`src/rtl/ccr_pkg.sv`:
```
`timescale 1ns/1ps
package ccr_pkg;

    localparam int DW = 32;

    // Byte offsets of the register words
    localparam int OFF_MSET = 'h0C;
    localparam int OFF_MCLR = 'h10;
    localparam int OFF_CC   = 'h14;
    localparam int OFF_CSTS = 'h1C;
    localparam int OFF_AQA  = 'h24;
    localparam int OFF_SQL  = 'h28;
    localparam int OFF_CQL  = 'h30;
    localparam int QSTRIDE  = 8;

    localparam logic [DW-1:0] CC_KEEP  = 32'h00FF_FFF1;
    localparam logic [DW-1:0] AQA_KEEP = 32'h0FFF_0FFF;

    localparam logic [1:0] SHST_NONE = 2'b00;
    localparam logic [1:0] SHST_DONE = 2'b10;

    typedef struct packed {
        logic [27:0] rsvd;
        logic [1:0]  shst;
        logic        fatal;
        logic        rdy;
    } status_t;

    typedef struct packed {
        logic en_up;
        logic en_down;
        logic shn_up;
        logic shn_down;
    } cc_edge_t;

    function automatic logic [DW-1:0] base_low_keep(int align);
        return ~((DW'(1) << align) - DW'(1));
    endfunction

endpackage

```
`src/rtl/ccr_cc_edge.sv`:
```
`timescale 1ns/1ps
module ccr_cc_edge
    import ccr_pkg::*;
(
    input  logic       old_en,
    input  logic [1:0] old_shn,
    input  logic       new_en,
    input  logic [1:0] new_shn,
    output cc_edge_t   edges
);
    always_comb begin
        edges.en_up    = new_en && !old_en;
        edges.en_down  = !new_en && old_en;
        edges.shn_up   = (new_shn != 2'b00) && (old_shn == 2'b00);
        edges.shn_down = (new_shn == 2'b00) && (old_shn != 2'b00);
    end
endmodule

```
`src/rtl/ccr_queue_regs.sv`:
```
`timescale 1ns/1ps
module ccr_queue_regs
    import ccr_pkg::*;
#(
    parameter int ADDR_W = 8,
    parameter int ALIGN  = 12
) (
    input  logic              clk,
    input  logic              rst,
    input  logic              wr_en,
    input  logic [ADDR_W-1:0] wr_addr,
    input  logic [DW-1:0]     wr_data,
    output logic [DW-1:0]     aqa,
    output logic [2*DW-1:0]   sq_base,
    output logic [2*DW-1:0]   cq_base
);
    localparam logic [DW-1:0] LOW_KEEP = base_low_keep(ALIGN);

    logic [2*DW-1:0] base_q [2];

    always_ff @(posedge clk) begin
        if (rst)
            aqa <= '0;
        else if (wr_en && wr_addr == ADDR_W'(OFF_AQA))
            aqa <= wr_data & AQA_KEEP;
    end

    for (genvar q = 0; q < 2; q++) begin : g_base
        localparam int LO_OFF = OFF_SQL + q * QSTRIDE;
        localparam int HI_OFF = LO_OFF + 4;

        always_ff @(posedge clk) begin
            if (rst)
                base_q[q] <= '0;
            else if (wr_en && wr_addr == ADDR_W'(LO_OFF))
                base_q[q] <= {{DW{1'b0}}, wr_data & LOW_KEEP};
            else if (wr_en && wr_addr == ADDR_W'(HI_OFF))
                base_q[q] <= base_q[q] | {wr_data, {DW{1'b0}}};
        end

        // base stays aligned through every low and high write
        assert_base_aligned_R10: assert property (@(posedge clk) disable iff (rst)
            base_q[q][ALIGN-1:0] == '0);
    end

    assign sq_base = base_q[0];
    assign cq_base = base_q[1];
endmodule

```
`src/rtl/ccr_irq_unit.sv`:
```
`timescale 1ns/1ps
module ccr_irq_unit #(
    parameter int NV = 4
) (
    input  logic          clk,
    input  logic          rst,
    input  logic          wipe,
    input  logic          set_w,
    input  logic          clr_w,
    input  logic [NV-1:0] wbits,
    input  logic [NV-1:0] evt,
    output logic [NV-1:0] mask,
    output logic          irq_o
);
    logic [NV-1:0] pend;

    always_ff @(posedge clk) begin
        if (rst || wipe) begin
            mask <= '0;
            pend <= '0;
        end else begin
            if (set_w)
                mask <= mask | wbits;
            else if (clr_w)
                mask <= mask & ~wbits;
            pend <= pend | evt;
        end
    end

    assign irq_o = |(pend & ~mask);

    // a wipe leaves the line low on the following cycle
    assert_wipe_quiets_R6: assert property (@(posedge clk) disable iff (rst)
        wipe |=> !irq_o);

    // a set write leaves every written bit set in the mask
    assert_mask_set_R8: assert property (@(posedge clk) disable iff (rst)
        (set_w && !wipe) |=> ((mask & $past(wbits)) == $past(wbits)));
endmodule

```
`src/rtl/ctrl_cfg_regs.sv`:
```
`timescale 1ns/1ps
module ctrl_cfg_regs
    import ccr_pkg::*;
#(
    parameter int ADDR_W  = 8,
    parameter int NUM_VEC = 4,
    parameter int ALIGN   = 12
) (
    input  logic               clk,
    input  logic               rst,
    input  logic               wr_en,
    input  logic [ADDR_W-1:0]  wr_addr,
    input  logic [DW-1:0]      wr_data,
    input  logic [ADDR_W-1:0]  rd_addr,
    output logic [DW-1:0]      rd_data,
    input  logic [NUM_VEC-1:0] irq_evt,
    output logic               irq_out,
    output logic               start_req,
    input  logic               start_done,
    input  logic               start_ok
);
    logic [DW-1:0]      cc_q, cc_d;
    status_t            st_q, st_d;
    logic               wait_q, wait_d;
    logic               req_d;
    logic               irq_wipe;
    logic               wr_cc;
    cc_edge_t           edges;
    logic [NUM_VEC-1:0] mask;
    logic [DW-1:0]      aqa;
    logic [2*DW-1:0]    sq_base, cq_base;

    assign wr_cc = wr_en && wr_addr == ADDR_W'(OFF_CC);

    ccr_cc_edge u_edge (
        .old_en  (cc_q[0]),
        .old_shn (cc_q[15:14]),
        .new_en  (wr_data[0]),
        .new_shn (wr_data[15:14]),
        .edges   (edges)
    );

    always_comb begin
        cc_d     = cc_q;
        st_d     = st_q;
        wait_d   = wait_q;
        req_d    = 1'b0;
        irq_wipe = 1'b0;
        if (start_done && wait_q) begin
            wait_d     = 1'b0;
            st_d.rdy   = start_ok;
            st_d.fatal = !start_ok;
        end
        if (wr_cc) begin
            cc_d = wr_data & CC_KEEP;
            if (edges.en_up) begin
                req_d      = 1'b1;
                wait_d     = 1'b1;
                st_d.rdy   = 1'b0;
                st_d.fatal = 1'b0;
            end else if (edges.en_down) begin
                cc_d     = '0;
                st_d     = '0;
                wait_d   = 1'b0;
                irq_wipe = 1'b1;
            end
            if (edges.shn_up) begin
                irq_wipe  = 1'b1;
                st_d.shst = SHST_DONE;
            end else if (edges.shn_down) begin
                st_d.shst = SHST_NONE;
            end
        end
    end

    always_ff @(posedge clk) begin
        if (rst) begin
            cc_q      <= '0;
            st_q      <= '0;
            wait_q    <= 1'b0;
            start_req <= 1'b0;
        end else begin
            cc_q      <= cc_d;
            st_q      <= st_d;
            wait_q    <= wait_d;
            start_req <= req_d;
        end
    end

    ccr_irq_unit #(.NV(NUM_VEC)) u_irq (
        .clk   (clk),
        .rst   (rst),
        .wipe  (irq_wipe),
        .set_w (wr_en && wr_addr == ADDR_W'(OFF_MSET)),
        .clr_w (wr_en && wr_addr == ADDR_W'(OFF_MCLR)),
        .wbits (wr_data[NUM_VEC-1:0]),
        .evt   (irq_evt),
        .mask  (mask),
        .irq_o (irq_out)
    );

    ccr_queue_regs #(.ADDR_W(ADDR_W), .ALIGN(ALIGN)) u_queue (
        .clk     (clk),
        .rst     (rst),
        .wr_en   (wr_en),
        .wr_addr (wr_addr),
        .wr_data (wr_data),
        .aqa     (aqa),
        .sq_base (sq_base),
        .cq_base (cq_base)
    );

    always_comb begin
        rd_data = '0;
        if (rd_addr == ADDR_W'(OFF_MSET) || rd_addr == ADDR_W'(OFF_MCLR))
            rd_data = DW'(mask);
        else if (rd_addr == ADDR_W'(OFF_CC))
            rd_data = cc_q;
        else if (rd_addr == ADDR_W'(OFF_CSTS))
            rd_data = st_q;
        else if (rd_addr == ADDR_W'(OFF_AQA))
            rd_data = aqa;
        else if (rd_addr == ADDR_W'(OFF_SQL))
            rd_data = sq_base[DW-1:0];
        else if (rd_addr == ADDR_W'(OFF_SQL + 4))
            rd_data = sq_base[2*DW-1:DW];
        else if (rd_addr == ADDR_W'(OFF_CQL))
            rd_data = cq_base[DW-1:0];
        else if (rd_addr == ADDR_W'(OFF_CQL + 4))
            rd_data = cq_base[2*DW-1:DW];
    end

    // start request never lasts beyond one cycle
    assert_start_pulse_R3: assert property (@(posedge clk) disable iff (rst)
        start_req |=> !start_req);

    // ready and fatal stay clear while a start result is awaited
    assert_wait_quiet_R3: assert property (@(posedge clk) disable iff (rst)
        wait_q |-> (!st_q.rdy && !st_q.fatal));

    // ready and fatal are never reported together
    assert_rdy_fatal_excl_R4: assert property (@(posedge clk) disable iff (rst)
        !(st_q.rdy && st_q.fatal));

    // disabling wipes configuration and the ready/fatal bits
    assert_disable_wipes_R5: assert property (@(posedge clk) disable iff (rst)
        (wr_cc && cc_q[0] && !wr_data[0]) |=> (cc_q == '0 && !st_q.rdy && !st_q.fatal));

    // a shutdown request reports completion on the next cycle
    assert_shutdown_done_R7: assert property (@(posedge clk) disable iff (rst)
        (wr_cc && cc_q[15:14] == 2'b00 && wr_data[15:14] != 2'b00) |=> st_q.shst == SHST_DONE);
endmodule

```
`config.mk`:
```
export PLATFORM = sky130hd
export DESIGN_NAME = ctrl_cfg_regs
export DESIGN_NICKNAME = d
export VERILOG_FILES = /design/src/rtl/ccr_pkg.sv /design/src/rtl/ccr_cc_edge.sv /design/src/rtl/ccr_queue_regs.sv /design/src/rtl/ccr_irq_unit.sv /design/src/rtl/ctrl_cfg_regs.sv
export SDC_FILE = /design/constraint.sdc
export NUM_CORES = 1
export LEC_CHECK = 0
export BUFFER_PORTS_ARGS = -buffer_cell sky130_fd_sc_hd__buf_2
export CAP_MARGIN = 20
export CORE_MARGIN = 3
export CORE_UTILIZATION = 53
export DETAILED_ROUTE_END_ITERATION = 16
export GPL_TIMING_DRIVEN = 0
export PLACE_DENSITY = 0.81
export SETUP_SLACK_MARGIN = 0.05
export SYNTH_ARGS = -nofsm -noshare
export SYNTH_HDL_FRONTEND = slang
export SYNTH_SLANG_ARGS = --single-unit
export TNS_END_PERCENT = 10
```
`constraint.sdc`:
```
create_clock -name clk -period 4.9 [get_ports clk]
set_input_delay 0.98 -clock clk [delete_from_list [all_inputs] [get_ports clk]]
set_output_delay 0.98 -clock clk [all_outputs]
set_load 0.005 [all_outputs]
```
* After elaboration in Yosys (flattened, before gate mapping)
Memories as Yosys holds them, arrays and structs flattened.
Cells that the tools add are included.
W data, S select, Z words.
** Storage, ports and cells
- Register bits after elaboration :: 70
- Memory bits (writable) :: 128
- Input port bits :: 57
- Logic and storage cells :: 116
- Memories kept :: 1
** Operators by class
- Equal/unequal tests :: 18
- Muxes and demuxes :: 48
- Bitwise operators :: 13
- Reductions and logical operators :: 27
** Memory list
- u_queue.base_q :: words 2, bits a word 64, read ports 2, clocked after memory_dff 0, write ports 2, line ccr_queue_regs.sv:19 : logic [2*DW-1:0] base_q [2];
** Operators with widths (count)
- $mux W32 :: 8
- $mux W64 :: 4
- $or A64 B64 Y64 :: 2
- $eq A8 B6 Y1 const B :: 10
- $mux W24 :: 2
- $eq A8 B5 Y1 const B :: 5
- $mux W1 :: 25
- $eq A8 B4 Y1 const B :: 2
- $logic_and A1 B1 Y1 :: 13
- $mux W2 :: 6
- $mux W4 :: 3
- $and A4 B4 Y4 :: 2
- $not A4 Y4 :: 2
- $or A4 B4 Y4 :: 2
- $reduce_bool A2 Y1 :: 3
- $logic_not A2 Y1 :: 2
- $or A1 B1 Y1 :: 4
- $reduce_or A4 Y1 :: 1
- $logic_not A1 Y1 :: 3
- $ne A3 B3 Y1 const B :: 1
- $reduce_and A3 Y1 :: 1
- $reduce_bool A3 Y1 :: 1
- $logic_or A1 B1 Y1 :: 2
- $reduce_or A2 Y1 :: 1
- $not A1 Y1 :: 1

* Longest topological paths before layout
- Depth in word-level cells :: 9
- Gate-level depth with buffers :: 7
- Gate-level depth less buffers :: 5

* Hierarchy
A second synthesis with hierarchy kept.
** Second synthesis, totals
- Cells, all modules :: 943
- Area total of the unflattened synthesis :: 8789.7 µm²
** Modules (own cells, without submodules)
- ccr_queue_regs :: times used 1, cells an instance 449, area an instance 5341.4 µm², sequential area each 3603.5 µm²
- ctrl_cfg_regs :: times used 1, cells an instance 454, area an instance 3072.9 µm², sequential area each 520.5 µm²
- ccr_irq_unit :: times used 1, cells an instance 35, area an instance 344.1 µm², sequential area each 160.2 µm²
- ccr_cc_edge :: times used 1, cells an instance 5, area an instance 31.3 µm², sequential area each 0.0 µm²

* Worst setup path after synthesis
No wires, ideal clock.
- Kind :: input to register
- From :: input port wr_addr[6]
- To :: memory u_queue.base_q[1][32] (netlist bit), enable pin
- Library setup time :: 0.511 ns
- Arrival time :: 4.721 ns
- Setup slack :: -0.331 ns
- Stages on the path :: 3
- Cells stage by stage :: nand4bb_1 > clkbuf_1 > o41ai_1
** RTL lines
- start, declared :: line ctrl_cfg_regs.sv:12 : input logic [ADDR_W-1:0] wr_addr,
- end, declared :: line ccr_queue_regs.sv:19

* Final worst setup path
- From :: input port rd_addr[2]
- To :: output port rd_data[9]
** Between the ends
- Cells in the longest elaborated chain, start to end :: 9
- Elaborated cells between the ends (all ways) :: 18
- Classes of those cells :: eq/ne: 9; mux: 8; reduce/logical: 1
** Ends and longest elaborated chain
- start, declared :: line ctrl_cfg_regs.sv:14 : input logic [ADDR_W-1:0] rd_addr,
- $eq A8 B6 Y1 :: line ctrl_cfg_regs.sv:129 : else if (rd_addr == ADDR_W'(OFF_CQL + 4))
- $mux W32 :: line ctrl_cfg_regs.sv:129
- $mux W32 :: line ctrl_cfg_regs.sv:127 : else if (rd_addr == ADDR_W'(OFF_CQL))
- $mux W32 :: line ctrl_cfg_regs.sv:125 : else if (rd_addr == ADDR_W'(OFF_SQL + 4))
- $mux W32 :: line ctrl_cfg_regs.sv:123 : else if (rd_addr == ADDR_W'(OFF_SQL))
- $mux W32 :: line ctrl_cfg_regs.sv:121 : else if (rd_addr == ADDR_W'(OFF_AQA))
- $mux W32 :: line ctrl_cfg_regs.sv:119 : else if (rd_addr == ADDR_W'(OFF_CSTS))
- $mux W32 :: line ctrl_cfg_regs.sv:117 : else if (rd_addr == ADDR_W'(OFF_CC))
- $mux W32 (*) :: line ctrl_cfg_regs.sv:115 : if (rd_addr == ADDR_W'(OFF_MSET) || rd_addr == ADDR_W'(OFF_MCLR))
- end, declared :: line ctrl_cfg_regs.sv:15 : output logic [DW-1:0] rd_data,
Every way passes the cells marked *; elsewhere a longest branch is shown, timed or not.

==> impl_metrics.env <==
export IMPL_hold_buffers=0
export IMPL_cts_buffers=17
export IMPL_num_rows=43
export IMPL_status="finished clean"
export IMPL_drtPass1Iterations=6
export IMPL_p_sw_frac=0.240
export IMPL_holdCritStartpoint="u_queue.aqa[17]"
export IMPL_seq_power_share=0.488
export IMPL_endpoint_kind="output pin"
export IMPL_die_area_um2=16000
export IMPL_clock_tree_root_cell="clkbuf_16"
export IMPL_cts_tree="done"
export IMPL_vias_per_cell=6.18
export IMPL_reg2reg_to="st_q[3]"
export IMPL_grt_pass1_wl_um=35200
export IMPL_htree_levels=4
export IMPL_hold_viol=0
export IMPL_start_kind="input pin"
export IMPL_skew_ns=0.00612
export IMPL_antenna_found_initial=0
export IMPL_final_common_cell="nor2_1"
export IMPL_hpwl_um=15200
export IMPL_yosysWarnings=0
export IMPL_gp_congestion=0.884
export IMPL_tightest_slew_ns=0.958
export IMPL_synth_cell_types=57
export IMPL_synth_seq_cells=162
export IMPL_cts_post_setup_buffers_inserted=0
export IMPL_wire_per_inst_um=20.9
export IMPL_clock_latency_ns=0.43
export IMPL_final_cell_mix="nor2_1 (148), edfxtp_1 (104), buf_2 (92)"
export IMPL_vias=6700
export IMPL_critical_path_class="input pin to output pin"
export IMPL_clockPowerShare=0.442
export IMPL_core_um2=14000
export IMPL_place_ws_ns=0.654
export IMPL_rsz0062_at_grt="no"
export IMPL_p_per_area_nw_per_um2=340
export IMPL_syn_inst=779
export IMPL_crit_fanout=10
export IMPL_max_cap_violations=0
export IMPL_arrival_ns=3.39
export IMPL_synthesis_nets=837
export IMPL_syn_to_final_growth_pct=18.1
export IMPL_final_util=0.645
export IMPL_p_comb_frac=0.070
export IMPL_drt_antenna_violating_nets=0
export IMPL_ys_seq_area_frac=0.558
export IMPL_dp_cells=1051
export IMPL_layout_setup_ws_ns=0.528
export IMPL_layout_drive_gt1_share=0.164
export IMPL_r2r_slack_ns=3.06
export IMPL_synth_area_um2=7670
export IMPL_setup_viol=0
export IMPL_fmax_mhz=229
export IMPL_drc=0
export IMPL_avgSynthCellArea_um2=9.85
export IMPL_cts_num_sinks=162
export IMPL_clkTransAtPathRegs_ns=0.06
export IMPL_portBuffers=87
export IMPL_place_area_um2=8450
export IMPL_grt_usage=0.283
export IMPL_p_total_uw=3080
export IMPL_ff2ff_path_depth=5
export IMPL_die_w_um=126
export IMPL_overflow=0
export IMPL_min_period_over_period=0.892
export IMPL_cp_required_ns=3.92
export IMPL_start_util=0.546
export IMPL_die_y_um=126
export IMPL_synth_edff_count=104
export IMPL_drt_wl_total_um=22600
export IMPL_slew_viol_final=0
export IMPL_ys_flop_type="edfxtp_1"
export IMPL_drtIter0Drc=860
export IMPL_reg2reg_from="cc_q[14]"
export IMPL_min_path_cells=2
export IMPL_grt_pass1_vias=6390
export IMPL_io_pins=91
export IMPL_grt_max_degree=33
export IMPL_p_leak_uw=0.00347
export IMPL_final_cells=1084
export IMPL_period_minus_slack_ns=4.37
export IMPL_min_delay_path_class="flip-flop to flip-flop"
export IMPL_fin_nets=948
export IMPL_internal_power_uw=2340
export IMPL_fin_area_um2=9060
export IMPL_hold_path_end="u_queue.aqa[17]"
export IMPL_max_slew_margin=0.362
export IMPL_p_sw_uw=741
export IMPL_peakVddDrop_v=0.000299
export IMPL_max_clock_path_buffers=2
export IMPL_postCtsResizedCells=0
export IMPL_async_reset_ff_frac=0
power by group through the flow:
stage / clock, uW / combinational, uW / sequential [uW]
floorplan: 0 / 112 / 1530
global placement: 0 / 195 / 1540
detailed placement: 0 / 208 / 1530
CTS: 1360 / 211 / 1500
global route: 1420 / 232 / 1510
finish: 1360 / 215 / 1500
cell families after synthesis:
group,after synthesis,share of synthesized area
adders and majority gates,1,0.00163
muxes,26,0.0346
and+or+nand+nor,335,0.203
DFF,162,0.558
xor gates and xnor gates,1,0.00114
buffers and inverters,65,0.0355
AOI/OAI and AO/OA,189,0.166
how the worst max path moves through the flow:
stage	from	endpoint	slack, ns	cells past startpoint
after CTS	rd_addr[2]	rd_data[7]	0.64	8
final	rd_addr[2]	rd_data[9]	0.53	8
after floorplan	wr_addr[1]	u_queue.base_q[0][32]	0.50	3
after detailed placement	rd_addr[2]	rd_data[10]	0.65	8
after global routing	rd_addr[2]	rd_data[6]	0.41	8
after global placement	wr_addr[1]	u_queue.base_q[0][46]	-1.38	4
cells in the mapped netlist, types with 2 or more instances:
| cell type | n | area [um2] |
|---|---|---|
| o211ai_1 | 2 | 15.0 |
| edfxtp_1 | 104 | 3120 |
| a22o_1 | 22 | 193 |
| a2bb2oi_1 | 8 | 70.1 |
| o31ai_1 | 8 | 60.1 |
| and2_1 | 43 | 269 |
| mux2i_1 | 22 | 220 |
| dfxtp_1 | 58 | 1160 |
| inv_1 | 11 | 41.3 |
| nand3_1 | 16 | 80.1 |
| nor2b_1 | 7 | 43.8 |
| o21a_1 | 2 | 15.0 |
| buf_1 | 3 | 11.3 |
| nor3_1 | 6 | 30.0 |
| or3_1 | 3 | 18.8 |
| a32oi_1 | 3 | 26.3 |
| and3_1 | 4 | 25.0 |
| a21oi_1 | 63 | 315 |
| o22ai_1 | 9 | 56.3 |
| clkbuf_1 | 43 | 161 |
| mux2_2 | 4 | 45.0 |
| nand4_1 | 2 | 12.5 |
| nor2_1 | 148 | 556 |
| a22oi_1 | 22 | 165 |
| a31oi_1 | 2 | 12.5 |
| nand2b_1 | 8 | 50.1 |
| a221o_1 | 8 | 80.1 |
| buf_6 | 3 | 33.8 |
| nand2_1 | 82 | 308 |
| o21ai_0 | 21 | 105 |
| nor4_1 | 3 | 18.8 |
| o32ai_1 | 2 | 17.5 |
| buf_2 | 5 | 25.0 |
| a21o_1 | 8 | 60.1 |
| a32o_1 | 2 | 20.0 |
registers in the layout, indices dropped and copies added, names as in the netlist:
signal,cells
u_queue.base_q,104
u_queue.aqa,24
start_req,1
u_irq.mask,4
st_q,3
u_irq.pend,4
cc_q,21
wait_q,1
routing by layer:
metal,part of all wire,global-route usage,vias to the layer above
li1,-,-,3027
met1,0.41,0.398,3172
met2,0.45,0.430,460
met3,0.12,0.0712,41
met4,0.021,0.101,0
met5,0,0,-
cell type report:
type,count,area (um2)
Sequential cell,162,4280
Clock inverter,12,116
Antenna cell,1,2.50
Multi-Input combinational cell,552,3160
Buffer,54,231
Fill cell,1139,4980
Inverter,11,41.3
Timing Repair Buffer,92,503
Clock buffer,20,489
Tap cell,180,225
critical path, stage by stage:
cell and delay (ns):
buf_2 0.09, clkbuf_1 0.38, nor2b_1 0.18, buf_2 0.24, clkbuf_1 0.60, nand3_1 0.45, o22ai_1 0.31, buf_2 0.15
per-stage QoR:
stage                     hold slack, ns  TNS (ns)
after CTS                          0.451         0
after detailed placement           0.442         0
final                              0.450         0
after global placement             0.435    -52.39
after global routing               0.469         0
after floorplan                    0.429         0
No activity file was read; power rests on OpenSTA's default activity.
